==> src/rtl/sdw_pkg.sv <==
package sdw_pkg;
  typedef enum logic {
    ST_IDLE = 1'b0,
    ST_BUSY = 1'b1
  } sdw_state_e;

  // bit timing in target cycles
  localparam int unsigned SDW_BIT_T      = 16;
  localparam int unsigned SDW_TX0_LOW_T  = 13;
  localparam int unsigned SDW_TX1_LOW_T  = 4;
  localparam int unsigned SDW_RX_LOW_T   = 2;
  localparam int unsigned SDW_RX_SMP_T   = 10;
  localparam int unsigned SDW_SYNC_N     = 2;
endpackage

==> src/rtl/sdw_sync.sv <==
module sdw_sync #(
  parameter int unsigned STAGES = 2,
  parameter logic        RST_VAL = 1'b1
) (
  input  logic clk_i,
  input  logic rst_ni,
  input  logic d_i,
  output logic q_o
);
  generate
    if (STAGES <= 1) begin : g_single
      logic q_q;
      always_ff @(posedge clk_i or negedge rst_ni) begin
        if (!rst_ni) q_q <= RST_VAL;
        else         q_q <= d_i;
      end
      assign q_o = q_q;
    end else begin : g_chain
      logic [STAGES-1:0] q_q;
      always_ff @(posedge clk_i or negedge rst_ni) begin
        if (!rst_ni) q_q <= {STAGES{RST_VAL}};
        else         q_q <= {q_q[STAGES-2:0], d_i};
      end
      assign q_o = q_q[STAGES-1];
    end
  endgenerate
endmodule

==> src/rtl/sdw_timebase.sv <==
module sdw_timebase #(
  parameter int unsigned RATIO_W  = 8,
  parameter int unsigned BIT_T    = 16,
  parameter int unsigned RX_SMP_T = 10,
  localparam int unsigned TC_W    = $clog2(BIT_T)
) (
  input  logic               clk_i,
  input  logic               rst_ni,
  input  logic               run_i,
  input  logic [RATIO_W-1:0] ratio_i,
  output logic [TC_W-1:0]    tc_o,
  output logic               last_o,
  output logic               smp_o
);
  logic [RATIO_W-1:0] pc_q;
  logic [TC_W-1:0]    tc_q;
  logic               tc_end;

  assign tc_end = (pc_q == ratio_i - RATIO_W'(1));
  assign last_o = run_i && tc_end && (tc_q == TC_W'(BIT_T - 1));
  assign smp_o  = run_i && (pc_q == '0) && (tc_q == TC_W'(RX_SMP_T));
  assign tc_o   = tc_q;

  always_ff @(posedge clk_i or negedge rst_ni) begin
    if (!rst_ni) begin
      pc_q <= '0;
      tc_q <= '0;
    end else if (!run_i || last_o) begin
      pc_q <= '0;
      tc_q <= '0;
    end else if (tc_end) begin
      pc_q <= '0;
      tc_q <= tc_q + TC_W'(1);
    end else begin
      pc_q <= pc_q + RATIO_W'(1);
    end
  end
endmodule

==> src/rtl/sdw_shaper.sv <==
module sdw_shaper #(
  parameter int unsigned BIT_T     = 16,
  parameter int unsigned TX0_LOW_T = 13,
  parameter int unsigned TX1_LOW_T = 4,
  parameter int unsigned RX_LOW_T  = 2,
  localparam int unsigned TC_W     = $clog2(BIT_T)
) (
  input  logic            busy_i,
  input  logic            send_i,
  input  logic            wbit_i,
  input  logic [TC_W-1:0] tc_i,
  output logic            drive_o,
  output logic            level_o
);
  logic [TC_W-1:0] low_end;

  always_comb begin
    if (!send_i)     low_end = TC_W'(RX_LOW_T);
    else if (wbit_i) low_end = TC_W'(TX1_LOW_T);
    else             low_end = TC_W'(TX0_LOW_T);
  end

  // send: active drive whole bit; receive: low start pulse then release
  assign drive_o = busy_i && (send_i || (tc_i < low_end));
  assign level_o = busy_i && send_i && (tc_i >= low_end);
endmodule

==> src/rtl/sdw_host_bit.sv <==
module sdw_host_bit
  import sdw_pkg::*;
#(
  parameter int unsigned RATIO_W   = 8,
  parameter int unsigned SYNC_N    = SDW_SYNC_N,
  parameter int unsigned BIT_T     = SDW_BIT_T,
  parameter int unsigned TX0_LOW_T = SDW_TX0_LOW_T,
  parameter int unsigned TX1_LOW_T = SDW_TX1_LOW_T,
  parameter int unsigned RX_LOW_T  = SDW_RX_LOW_T,
  parameter int unsigned RX_SMP_T  = SDW_RX_SMP_T
) (
  input  logic               clk_i,
  input  logic               rst_ni,
  input  logic [RATIO_W-1:0] ratio_i,
  input  logic               req_i,
  input  logic               dir_i,
  input  logic               wbit_i,
  output logic               ready_o,
  output logic               done_o,
  output logic               rbit_o,
  output logic               line_drive_o,
  output logic               line_level_o,
  input  logic               line_i
);
  localparam int unsigned TC_W = $clog2(BIT_T);

  sdw_state_e         st_q;
  logic [RATIO_W-1:0] ratio_q;
  logic               send_q, wbit_q;
  logic               done_q, rbit_q, smp_q;
  logic [SYNC_N-1:0]  smp_sr;
  logic               busy, accept, last, smp_str, line_s;
  logic [TC_W-1:0]    tc;

  assign busy   = (st_q == ST_BUSY);
  assign accept = !busy && req_i;

  sdw_sync #(.STAGES(SYNC_N), .RST_VAL(1'b1)) i_sync (
    .clk_i (clk_i),
    .rst_ni(rst_ni),
    .d_i   (line_i),
    .q_o   (line_s)
  );

  sdw_timebase #(.RATIO_W(RATIO_W), .BIT_T(BIT_T), .RX_SMP_T(RX_SMP_T)) i_timebase (
    .clk_i  (clk_i),
    .rst_ni (rst_ni),
    .run_i  (busy),
    .ratio_i(ratio_q),
    .tc_o   (tc),
    .last_o (last),
    .smp_o  (smp_str)
  );

  sdw_shaper #(
    .BIT_T(BIT_T), .TX0_LOW_T(TX0_LOW_T), .TX1_LOW_T(TX1_LOW_T), .RX_LOW_T(RX_LOW_T)
  ) i_shaper (
    .busy_i (busy),
    .send_i (send_q),
    .wbit_i (wbit_q),
    .tc_i   (tc),
    .drive_o(line_drive_o),
    .level_o(line_level_o)
  );

  always_ff @(posedge clk_i or negedge rst_ni) begin
    if (!rst_ni) begin
      st_q    <= ST_IDLE;
      ratio_q <= RATIO_W'(1);
      send_q  <= 1'b0;
      wbit_q  <= 1'b0;
      done_q  <= 1'b0;
    end else begin
      done_q <= busy && last;
      if (!busy) ratio_q <= (ratio_i == '0) ? RATIO_W'(1) : ratio_i;
      if (accept) begin
        st_q   <= ST_BUSY;
        send_q <= dir_i;
        wbit_q <= wbit_i;
      end else if (busy && last) begin
        st_q <= ST_IDLE;
      end
    end
  end

  // delay the sample strobe by the synchronizer depth
  always_ff @(posedge clk_i or negedge rst_ni) begin
    if (!rst_ni) begin
      smp_sr <= '0;
      smp_q  <= 1'b0;
      rbit_q <= 1'b0;
    end else begin
      smp_sr <= (smp_sr << 1) | SYNC_N'(smp_str);
      if (smp_sr[SYNC_N-1]) smp_q <= line_s;
      if (busy && last && !send_q) rbit_q <= smp_q;
    end
  end

  assign ready_o = !busy;
  assign done_o  = done_q;
  assign rbit_o  = rbit_q;
endmodule

==> config.mk <==
export PLATFORM = sky130hd
export DESIGN_NAME = sdw_host_bit
export DESIGN_NICKNAME = d
export VERILOG_FILES = /design/src/rtl/sdw_pkg.sv /design/src/rtl/sdw_sync.sv /design/src/rtl/sdw_timebase.sv /design/src/rtl/sdw_shaper.sv /design/src/rtl/sdw_host_bit.sv
export SDC_FILE = /design/constraint.sdc
export NUM_CORES = 1
export LEC_CHECK = 0
export ABC_AREA = 1
export BUFFER_PORTS_ARGS = -buffer_cell sky130_fd_sc_hd__clkbuf_2
export CAP_MARGIN = 10
export CELL_PAD_IN_SITES_DETAIL_PLACEMENT = 0
export CELL_PAD_IN_SITES_GLOBAL_PLACEMENT = 1
export CORE_UTILIZATION = 43
export DETAILED_ROUTE_END_ITERATION = 7
export PLACE_DENSITY = 0.77
export REMOVE_ABC_BUFFERS = 1
export SYNTH_ARGS = -nofsm -noshare
export SYNTH_HDL_FRONTEND = slang
export SYNTH_SLANG_ARGS = --single-unit
==> constraint.sdc <==
create_clock -name clk_i -period 2.4 [get_ports clk_i]
set_clock_uncertainty 0.2 [all_clocks]
set_input_delay 0 -clock clk_i [delete_from_list [all_inputs] [get_ports clk_i]]
set_output_delay 0 -clock clk_i [all_outputs]
set_load 0.03 [all_outputs]
==> results of run 1 <==
synth_stat cells:
| cell | count | area, sq um |
|---|---|---|
| a21oi_1 | 2 | 10.01 |
| a221oi_1 | 1 | 8.760 |
| buf_2 | 1 | 5.000 |
| buf_4 | 1 | 7.510 |
| clkbuf_1 | 1 | 3.750 |
| clkinv_1 | 1 | 3.750 |
| dfrtp_1 | 27 | 675.7 |
| dfstp_2 | 3 | 78.83 |
| ha_1 | 9 | 112.6 |
| inv_1 | 28 | 105.1 |
| inv_2 | 3 | 11.26 |
| mux2_2 | 1 | 11.26 |
| nand2_1 | 41 | 153.9 |
| nand2_2 | 6 | 37.54 |
| nand2_4 | 2 | 22.52 |
| nand3_1 | 23 | 115.1 |
| nand3_2 | 2 | 20.02 |
| nand4_1 | 8 | 50.05 |
| nor2_1 | 21 | 78.83 |
| nor2_2 | 3 | 18.77 |
| nor2_4 | 4 | 45.04 |
| nor3_1 | 1 | 5.000 |
| nor3b_2 | 2 | 25.02 |
| nor4_1 | 3 | 18.77 |
| o21ai_0 | 6 | 30.03 |
| o21ai_1 | 3 | 15.01 |
| o21bai_1 | 2 | 15.01 |
| xnor2_1 | 4 | 35.03 |
| xnor2_2 | 1 | 16.27 |
| xor2_1 | 8 | 70.07 |
power by group:
group	switching (mW)	total, mW	internal (mW)	leakage [nW]
clock network	0.187	0.418	0.231	0.0482
registers	0.00107	0.511	0.510	0.347
logic	0.0213	0.0447	0.0235	0.739
routing by layer:
layer	share of wire, %	vias to the layer above
li1	-	777
met1	51	704
met2	45	27
met3	3.4	4
met4	1.2	0
met5	0	-
registers in the layout, indices dropped and copies added (netlist names):
| signal | flops |
|---|---|
| done_o | 1 |
| ratio_q | 8 |
| send_q | 1 |
| busy | 1 |
| rbit_o | 1 |
| i_sync.g_chain.q_q | 2 |
| i_timebase.pc_q | 8 |
| i_timebase.tc_o | 4 |
| smp_q | 1 |
| smp_sr | 2 |
| wbit_q | 1 |
worst reg2reg max path, cell delays in order, from the launching register on:
cell and delay, ns:
dfrtp_1 0.34, buf_4 0.18, clkinv_1 0.24, nand2_1 0.21, mux2_2 0.35, dlygate4sd3_1 0.55
area by class of cell:
cell class	count	share of cell area (%)
inverters	32	5.442
repair buffers	35	11.56
flip-flops and latches	30	34.18
clock inverters	1	0.2268
multi-input cells	153	41.84
well taps	50	2.834
clock buffers	7	3.912
worst paths after layout:
| check | start | endpoint | slack, ns |
|---|---|---|---|
| worst max-delay path | send_q$_DFFE_PN0P_ | line_drive_o | 0.16 |
| worst min-delay path | rst_ni | i_timebase.pc_q[4]$_DFF_PN0_ | 0.12 |
| worst max register to register | busy$_DFFE_PN0P_ | wbit_q$_DFFE_PN0P_ | 0.21 |
| worst min register to register | i_sync.g_chain.q_q[0]$_DFF_PN1_ | i_sync.g_chain.q_q[1]$_DFF_PN1_ | 0.16 |
| max in group asynchronous | rst_ni | ratio_q[5]$_DFFE_PN0N_ | 1.39 |
| min in group clk_i | i_sync.g_chain.q_q[0]$_DFF_PN1_ | i_sync.g_chain.q_q[1]$_DFF_PN1_ | 0.16 |
metrics by stage:
stage	power [mW]	util [%]	hold WS, ns	instances
4_1_cts	0.9862	54.57	0.1520	308
3_3_place_gp	0.5495	48.57	-0.1101	285
3_5_place_dp	0.5501	48.57	-0.1109	285
6_report	0.9742	54.78	0.1246	308
5_1_grt	1.012	54.78	0.1647	308
2_1_floorplan	0.5273	-	-0.4956	215
timing repair:
item / in CTS / in global routing
hold buffers: 15 / 0
gates resized for setup: 0 / 2
hold endpoints to repair: 39 / 0
endpoints found under the setup margin: 0 / 2
cells by family after synthesis:
group	count (synthesis)
flip-flops	30
multiplexers	1
adder cells (fa/ha/maj)	9
AO/OA/AOI/OAI	14
buffers and inverters	35
XOR/XNOR	13
AND/OR/NAND/NOR	116
==> results.sh, run 1 <==
export IMPL_coreArea_sq_um=4029
export IMPL_tns_ns=0
export IMPL_hold_path_class="in2async"
export IMPL_slowest_delay_ns=0.39
export IMPL_grt_max_degree=31
export IMPL_cts_tree="built"
export IMPL_clock_latency_ns=0.28
export IMPL_port_buffers=18
export IMPL_synth_top_family_by_area="simple AND/OR/NAND/NOR gates"
export IMPL_netlist_cell_type_count=30
export IMPL_netlist_instances=218
export IMPL_drcViolationCount=0
export IMPL_rsz0062_at_grt="no"
export IMPL_gr_usage_met1_pct=27.49
export IMPL_crit_family="buffers and inverters"
export IMPL_critPathArrivalTime_ns=2.04
export IMPL_multi_input_area_sq_um=923.4
export IMPL_grt_overflow_total=0
export IMPL_fp_dieArea_sq_um=4462
export IMPL_fill_cells=388
export IMPL_via_count=1512
export IMPL_syn_area_per_cell_sq_um=8.282
export IMPL_min_period_ns=2.243
export IMPL_ant_nets=0
export IMPL_yosys_warnings=0
export IMPL_rr_worst_depth=5
export IMPL_clk_pin_slew_worst_paths_ns=0.07
export IMPL_yosys_area_share_adder_pct=6.237
export IMPL_dpl_hpwl_mm=2.688
export IMPL_setup_viol=0
export IMPL_final_area_sq_um=2207
export IMPL_yosys_area_share_simple_pct=32.71
export IMPL_crit_path_top_delay_cell="dfrtp_1"
export IMPL_wl_per_cell_microns=12.03
export IMPL_p_leak_nw=1.135
export IMPL_vdd_ir_drop_max_mv=0.2978
export IMPL_syn_area_sq_um=1805
export IMPL_grt_use_total_pct=19.79
export IMPL_final_common_cell="nand2_1"
export IMPL_drive_above_1_share_pct=21.71
export IMPL_start_util_pct=44.81
export IMPL_regArea_sq_um=754.5
export IMPL_diodes=0
export IMPL_synth_compound_area_share_pct=4.366
export IMPL_grtUsageMet3_pct=5.137
export IMPL_slew_violations=0
export IMPL_path_class="reg2out"
export IMPL_viasPerCell=4.909
export IMPL_firstDrtPassIters=4
export IMPL_synth_xor_area_share_pct=6.722
export IMPL_status="complete, no violations"
export IMPL_critPathCaptureType="primary output"
export IMPL_seq_area_frac_synth_pct=41.79
export IMPL_finalWirelength_mm=3.704
export IMPL_max_cap_violations=0
export IMPL_met2_usage_pct=29.67
export IMPL_max_freq_mhz=445.7
export IMPL_cts_buffer_depth=2
export IMPL_die_width_microns=66.80
export IMPL_post_cts_repair_setup_buffers=0
export IMPL_synthMuxAreaShare_pct=0.6237
export IMPL_h_tree_depth=2
export IMPL_cpMostUsedCell="inv_1"
export IMPL_ys_seq_elements=30
export IMPL_cts_made_buffers=5
export IMPL_dp_slack_ns=0.2144
export IMPL_ios=19
export IMPL_first_iter_violations=88
export IMPL_top_usage_layer="met2"
export IMPL_start_kind="register"
export IMPL_cp_depth=10
export IMPL_layout_setup_ws_ns=0.1565
export IMPL_nets=280
export IMPL_slew_limit_headroom_pct=49.44
export IMPL_fin_crit_sh_pct=93.48
export IMPL_place_congestion=0.8528
export IMPL_root_buffer="clkbuf_8"
export IMPL_path_cells="inv_1 -> nor2_2 -> inv_1 -> ha_1 -> nand2_1 -> inv_1 -> a221oi_2 -> nor2_1 -> nor2_1 -> clkbuf_2"
export IMPL_grt_pass1_vias=1403
export IMPL_area_growth_pct=22.25
export IMPL_worst_pin_slew_ns=0.7584
export IMPL_power_density_nw_per_um2=441.4
export IMPL_crit_required_ns=2.20
export IMPL_dieHeight_microns=66.80
export IMPL_final_cell_mix="nand2_1, inv_1, dfrtp_1"
export IMPL_dpl_cell_area_sq_um=1957
export IMPL_hold_viol=0
export IMPL_cp_num_buf_inv=4
export IMPL_clock_sinks=30
export IMPL_antenna_found_initial=0
export IMPL_crit_path_max_fanout=5
export IMPL_grt_pass1_wl_mm=6.423
export IMPL_rows=23
Note: power is estimated with default switching activity, not from simulation.
==> inputs of run 2 (changes only) <==
Settings changed: CORE_MARGIN set to 2.
==> run 2 against run 1 <==
  * Clock power rose by 5.3%
  * Critical path depth did not move
  * Worst setup slack improved by 0.042 ns
  * Via count fell by 1.9%
  * Combinational power fell by 1%
  * First-iteration DRC count rose by 2.3%
  * Maximum frequency rose by 1.9%
  * Final area rose by 0.17%
  * Global-route usage fell by 0.58 points
  * Sequential power barely moved
  * Highest routed layer unchanged
==> results.sh, run 2 (synthesis gave the netlist of run 1 again) <==
export IMPL_status="complete, no violations"
export IMPL_via_count=1483
export IMPL_max_freq_mhz=454.2
export IMPL_critPathArrivalTime_ns=2.19
export IMPL_h_tree_depth=2
export IMPL_final_common_cell="nand2_1"
export IMPL_die_width_microns=68.80
export IMPL_area_growth_pct=22.45
export IMPL_worst_pin_slew_ns=0.7351
export IMPL_setup_viol=0
export IMPL_finalWirelength_mm=3.736
export IMPL_place_congestion=0.8291
export IMPL_vdd_ir_drop_max_mv=0.3341
export IMPL_root_buffer="clkbuf_8"
export IMPL_path_class="reg2reg"
export IMPL_grt_pass1_wl_mm=6.520
export IMPL_rsz0062_at_grt="no"
export IMPL_power_density_nw_per_um2=450.3
export IMPL_firstDrtPassIters=4
export IMPL_diodes=0
export IMPL_fp_dieArea_sq_um=4733
export IMPL_first_iter_violations=90
export IMPL_hold_path_class="in2async"
export IMPL_min_period_ns=2.202
export IMPL_drcViolationCount=0
export IMPL_coreArea_sq_um=4029
export IMPL_slew_violations=0
export IMPL_clk_pin_slew_worst_paths_ns=0.07
export IMPL_total_power_mw=0.9956
export IMPL_grt_pass1_vias=1408
export IMPL_viasPerCell=4.815
export IMPL_start_kind="register"
export IMPL_max_cap_violations=0
export IMPL_grt_overflow_total=0
export IMPL_crit_required_ns=2.39
export IMPL_drive_above_1_share_pct=22.48
export IMPL_cts_buffer_depth=2
export IMPL_final_cell_mix="nand2_1, inv_1, dfrtp_1"
export IMPL_dp_slack_ns=0.1984
export IMPL_clock_latency_ns=0.29
export IMPL_critPathCaptureType="register"
export IMPL_tns_ns=0
export IMPL_fin_crit_sh_pct=91.74
export IMPL_cts_made_buffers=5
export IMPL_nets=280
export IMPL_hold_viol=0
export IMPL_slew_limit_headroom_pct=50.99
export IMPL_dpl_hpwl_mm=2.736
export IMPL_crit_path_max_fanout=6
export IMPL_cts_tree="built"
export IMPL_layout_setup_ws_ns=0.1982
export IMPL_port_buffers=18
export IMPL_rows=23
export IMPL_start_util_pct=44.81
export IMPL_rr_worst_depth=10
export IMPL_p_leak_nw=1.130
export IMPL_grt_max_degree=31
export IMPL_ant_nets=0
export IMPL_clock_sinks=30
export IMPL_ios=19
export IMPL_dieHeight_microns=68.80
export IMPL_antenna_found_initial=0
export IMPL_grt_use_total_pct=19.21
export IMPL_utilization_pct=54.88
export IMPL_wl_per_cell_microns=12.13
export IMPL_holdWs_ns=0.09823
## run 2: metrics by stage
step,instance area [sq um],std cells
global route,2211,308
finish,2211,308
detailed placement,1957,285
floorplan,1789,215
CTS,2202,308
global placement,1957,285
## run 2: power breakdown
group	internal [mW]	leakage, nW	switching [mW]	total (mW)
logic	0.0235	0.735	0.0206	0.0441
clock network	0.230	0.0472	0.210	0.440
registers	0.510	0.347	0.00102	0.511
## run 2: worst max-delay path, cell delays in order, from the launching register on
cell and delay, ns:
dfstp_2 0.54, inv_1 0.10, ha_1 0.32, xor2_1 0.14, nand3_1 0.14, inv_1 0.08, nand4_1 0.14, nor2_4 0.19
nand2_2 0.10, nand3_1 0.10, nand2_1 0.05
## run 2: final timing paths
| path | start | end | slack, ns |
|---|---|---|---|
| hold reg to reg | smp_sr[0]$_DFF_PN0_ | smp_sr[1]$_DFF_PN0_ | 0.16 |
| setup / recovery | ratio_q[0]$_DFFE_PN1N_ | i_timebase.tc_o[1]$_DFFE_PN0P_ | 0.20 |
| hold / removal | rst_ni | i_timebase.pc_q[0]$_DFF_PN0_ | 0.1 |
| setup reg to reg | ratio_q[0]$_DFFE_PN1N_ | i_timebase.tc_o[1]$_DFFE_PN0P_ | 0.20 |
| max in group asynchronous | rst_ni | done_o$_DFF_PN0_ | 1.44 |
| min in group clk_i | line_i | i_sync.g_chain.q_q[0]$_DFF_PN1_ | 0.14 |
## run 2: final cells by class
class                      instances  area (sq um)
clock buffer                       6         82.58
fill                             393          1818
clock inverter                     2         12.51
sequential                        30         754.5
inverter                          32         120.1
tap                               50         62.56
timing repair buffer              35         255.2
multi-input combinational        153         923.4
## run 2: what timing repair did
item                                    in CTS  in global routing
hold buffers                                15                  0
buffers inserted                             0                  0
endpoints found under the setup margin       0                  2
hold endpoints to repair                    39                  0
resized for setup                            0                  4
## run 2: layer usage
layer	global-route usage [%]	share of wire [%]
met4	9.559	2.3
met3	4.383	3.6
met1	26.05	50
met2	28.73	44
met5	0	0
==> inputs of run 3 (changes only) <==
Settings changed: CORE_MARGIN 2 to 1, CORE_UTILIZATION 43 to 42, SYNTH_HIERARCHICAL set to 1.
==> run 3 against run 2 <==
  * Worst setup slack better by 0.042 ns
  * Core utilization increased by 0.50 points
  * Final area grew 1.6%
  * Cell count rose by 9.7%
  * Via count increased by 5.7%
  * Clock power fell by 2%
  * Critical path depth grew 7
  * Global-route usage increased by 1.8 points
  * Largest cell class unchanged
  * Largest power group unchanged
  * Highest routed layer unchanged
==> results.sh, run 3 <==
export IMPL_drive_above_1_share_pct=19.10
export IMPL_cpMostUsedCell="nand2_1"
export IMPL_cp_num_buf_inv=4
export IMPL_firstDrtPassIters=4
export IMPL_slew_limit_headroom_pct=49.43
export IMPL_placedCellCount=310
export IMPL_crit_path_max_fanout=5
export IMPL_synth_most_common_cell="nand2_1"
export IMPL_cp_depth=17
export IMPL_yosysTopAreaCell="dfrtp_1"
export IMPL_status="complete, no violations"
export IMPL_slew_violations=0
export IMPL_synthMuxAreaShare_pct=0
export IMPL_root_buffer="clkbuf_8"
export IMPL_rsz0062_at_grt="no"
export IMPL_min_period_ns=2.160
export IMPL_ant_nets=0
export IMPL_critPathArrivalTime_ns=2.13
export IMPL_die_width_microns=67.29
export IMPL_h_tree_depth=2
export IMPL_ys_seq_elements=30
export IMPL_layout_setup_ws_ns=0.2405
export IMPL_cts_buffer_depth=2
export IMPL_final_common_cell="nand2_1"
export IMPL_crit_required_ns=2.37
export IMPL_grt_pass1_wl_mm=6.817
export IMPL_synth_ff_type="dfrtp_1"
export IMPL_wl_per_cell_microns=11.93
export IMPL_synth_xor_area_share_pct=4.403
export IMPL_rr_worst_depth=17
export IMPL_dpl_cell_area_sq_um=1944
export IMPL_path_cells="inv_1 -> ha_4 -> inv_1 -> nand2_1 -> nand2_1 -> nor2_1 -> nand3_1 -> nor2_1 -> nand2_1 -> inv_2 -> nand2_4 -> nor2_4 -> nand2_1 -> inv_2 -> nand2_1 -> nand2_1 -> o21ai_1"
export IMPL_syn_area_sq_um=1790
export IMPL_seq_area_frac_synth_pct=42.14
export IMPL_critPathCaptureType="register"
export IMPL_crit_path_end="rbit_o$_DFFE_PN0P_"
export IMPL_dpl_hpwl_mm=2.813
export IMPL_coreArea_sq_um=4058
export IMPL_viasPerCell=4.639
export IMPL_via_count=1568
export IMPL_area_growth_pct=25.51
export IMPL_rows=23
export IMPL_fill_cells=402
export IMPL_max_cap_violations=0
export IMPL_antenna_found_initial=0
export IMPL_cts_tree="built"
export IMPL_hold_path_class="in2async"
export IMPL_port_buffers=18
export IMPL_dieHeight_microns=67.29
export IMPL_grt_use_total_pct=21.03
export IMPL_fin_crit_sh_pct=89.98
export IMPL_p_leak_nw=1.258
export IMPL_netlist_instances=242
export IMPL_yosys_area_share_simple_pct=35.50
export IMPL_first_iter_violations=88
export IMPL_start_util_pct=44.13
export IMPL_synth_edf_count=0
export IMPL_netlist_cell_type_count=24
export IMPL_timing_critical_path_from="ratio_q[0]$_DFFE_PN1N_"
export IMPL_vdd_ir_drop_max_mv=0.2598
export IMPL_nets=310
export IMPL_synth_async_sr_flop_share_pct=100.0
export IMPL_path_class="reg2reg"
export IMPL_tns_ns=0
export IMPL_synth_area_top_cells="dfrtp_1, nand2_1, inv_1"
export IMPL_power_density_nw_per_um2=443.0
export IMPL_start_kind="register"
export IMPL_yosys_area_share_adder_pct=6.289
export IMPL_clock_sinks=30
export IMPL_slowest_delay_ns=0.53
export IMPL_grt_pass1_vias=1460
export IMPL_reg2reg_to="rbit_o$_DFFE_PN0P_"
export IMPL_place_congestion=0.8242
export IMPL_final_cell_mix="nand2_1, inv_1, nor2_1"
export IMPL_ios=19
export IMPL_final_area_sq_um=2247
export IMPL_r2r_start="ratio_q[0]$_DFFE_PN1N_"
export IMPL_dp_slack_ns=0.1138
export IMPL_drcViolationCount=0
export IMPL_synth_compound_area_share_pct=2.516
export IMPL_reg2reg_slack_ns=0.24
export IMPL_diodes=0
export IMPL_synth_top_area_share_pct=37.74
export IMPL_total_power_mw=0.9956
export IMPL_crit_path_top_delay_cell="dfstp_2"
export IMPL_max_freq_mhz=463.1
export IMPL_ys_top_cells_by_count="nand2_1, inv_1, nor2_1, dfrtp_1, nand3_1"
export IMPL_worst_pin_slew_ns=0.7586
export IMPL_stdcell_count=338
export IMPL_clk_pin_slew_worst_paths_ns=0.07
export IMPL_synth_top_family_by_area="simple AND/OR/NAND/NOR gates"
export IMPL_grt_max_degree=31
export IMPL_setup_viol=0
export IMPL_fp_dieArea_sq_um=4528
export IMPL_syn_area_per_cell_sq_um=7.399
export IMPL_cts_made_buffers=5
export IMPL_yosys_warnings=6
export IMPL_crit_family="simple AND/OR/NAND/NOR gates"
export IMPL_finalWirelength_mm=4.032
export IMPL_clock_latency_ns=0.29
export IMPL_grt_overflow_total=0
export IMPL_hold_viol=0
[run 3: logic make-up (layout without fill, tap and decap cells)]
logic type,after synthesis,in the layout
and+or+nand+nor,144,144
buffers and inverters,41,87
DFF,30,30
adders and majority gates,9,9
AOI/OAI and AO/OA,9,9
xor gates and xnor gates,9,9
[run 3: power by group]
part | leakage, nW | switching (mW) | internal [mW]
clock network | 0.0472 | 0.203 | 0.230
logic | 0.863 | 0.0240 | 0.0271
registers | 0.347 | 0.000966 | 0.510
[run 3: area by class of cell]
cell class / instances / area, sq um / share of cell area (%)
timing repair buffer: 41 / 300.3 / 13.36
sequential: 30 / 754.5 / 33.57
inverter: 38 / 142.6 / 6.347
tap: 50 / 62.56 / 2.784
clock inverter: 2 / 12.51 / 0.5568
clock buffer: 6 / 82.58 / 3.675
multi-input combinational: 171 / 892.1 / 39.70
[run 3: worst min-delay path by stage]
stage / start / to / slack, ns / cells past startpoint
finish: rst_ni / i_timebase/pc_q[7]$_DFF_PN0_ / 0.11 / 2
floorplan: rst_ni / busy$_DFFE_PN0P_ / -0.50 / 0
global placement: line_i / i_sync/g_chain.q_q[0]$_DFF_PN1_ / -0.11 / 1
global route: line_i / i_sync/g_chain.q_q[0]$_DFF_PN1_ / 0.15 / 2
detailed placement: line_i / i_sync/g_chain.q_q[0]$_DFF_PN1_ / -0.11 / 1
CTS: rst_ni / i_timebase/pc_q[3]$_DFF_PN0_ / 0.14 / 2
[run 3: metrics by stage]
stage          hold slack (ns)  util (%)
2_1_floorplan          -0.4956         -
3_3_place_gp           -0.1124     47.92
3_5_place_dp           -0.1056     47.92
4_1_cts                 0.1379     53.96
5_1_grt                 0.1543     55.38
6_report                0.1078     55.38
[run 3: metal layers]
layer	global-route usage [%]	wire length, microns	part of all wire, %
met5	0	0	0
met2	30.63	1729	43
met1	30.12	2027	50
met4	7.181	61	1.5
met3	5.068	213	5.3
[run 3: repair_timing]
action / 4_1_cts / 5_1_grt
buffers inserted: 0 / 5
endpoints found under the hold margin: 39 / 0
hold buffers: 15 / 0
gates resized for setup: 0 / 4
endpoints found under the setup margin: 0 / 1
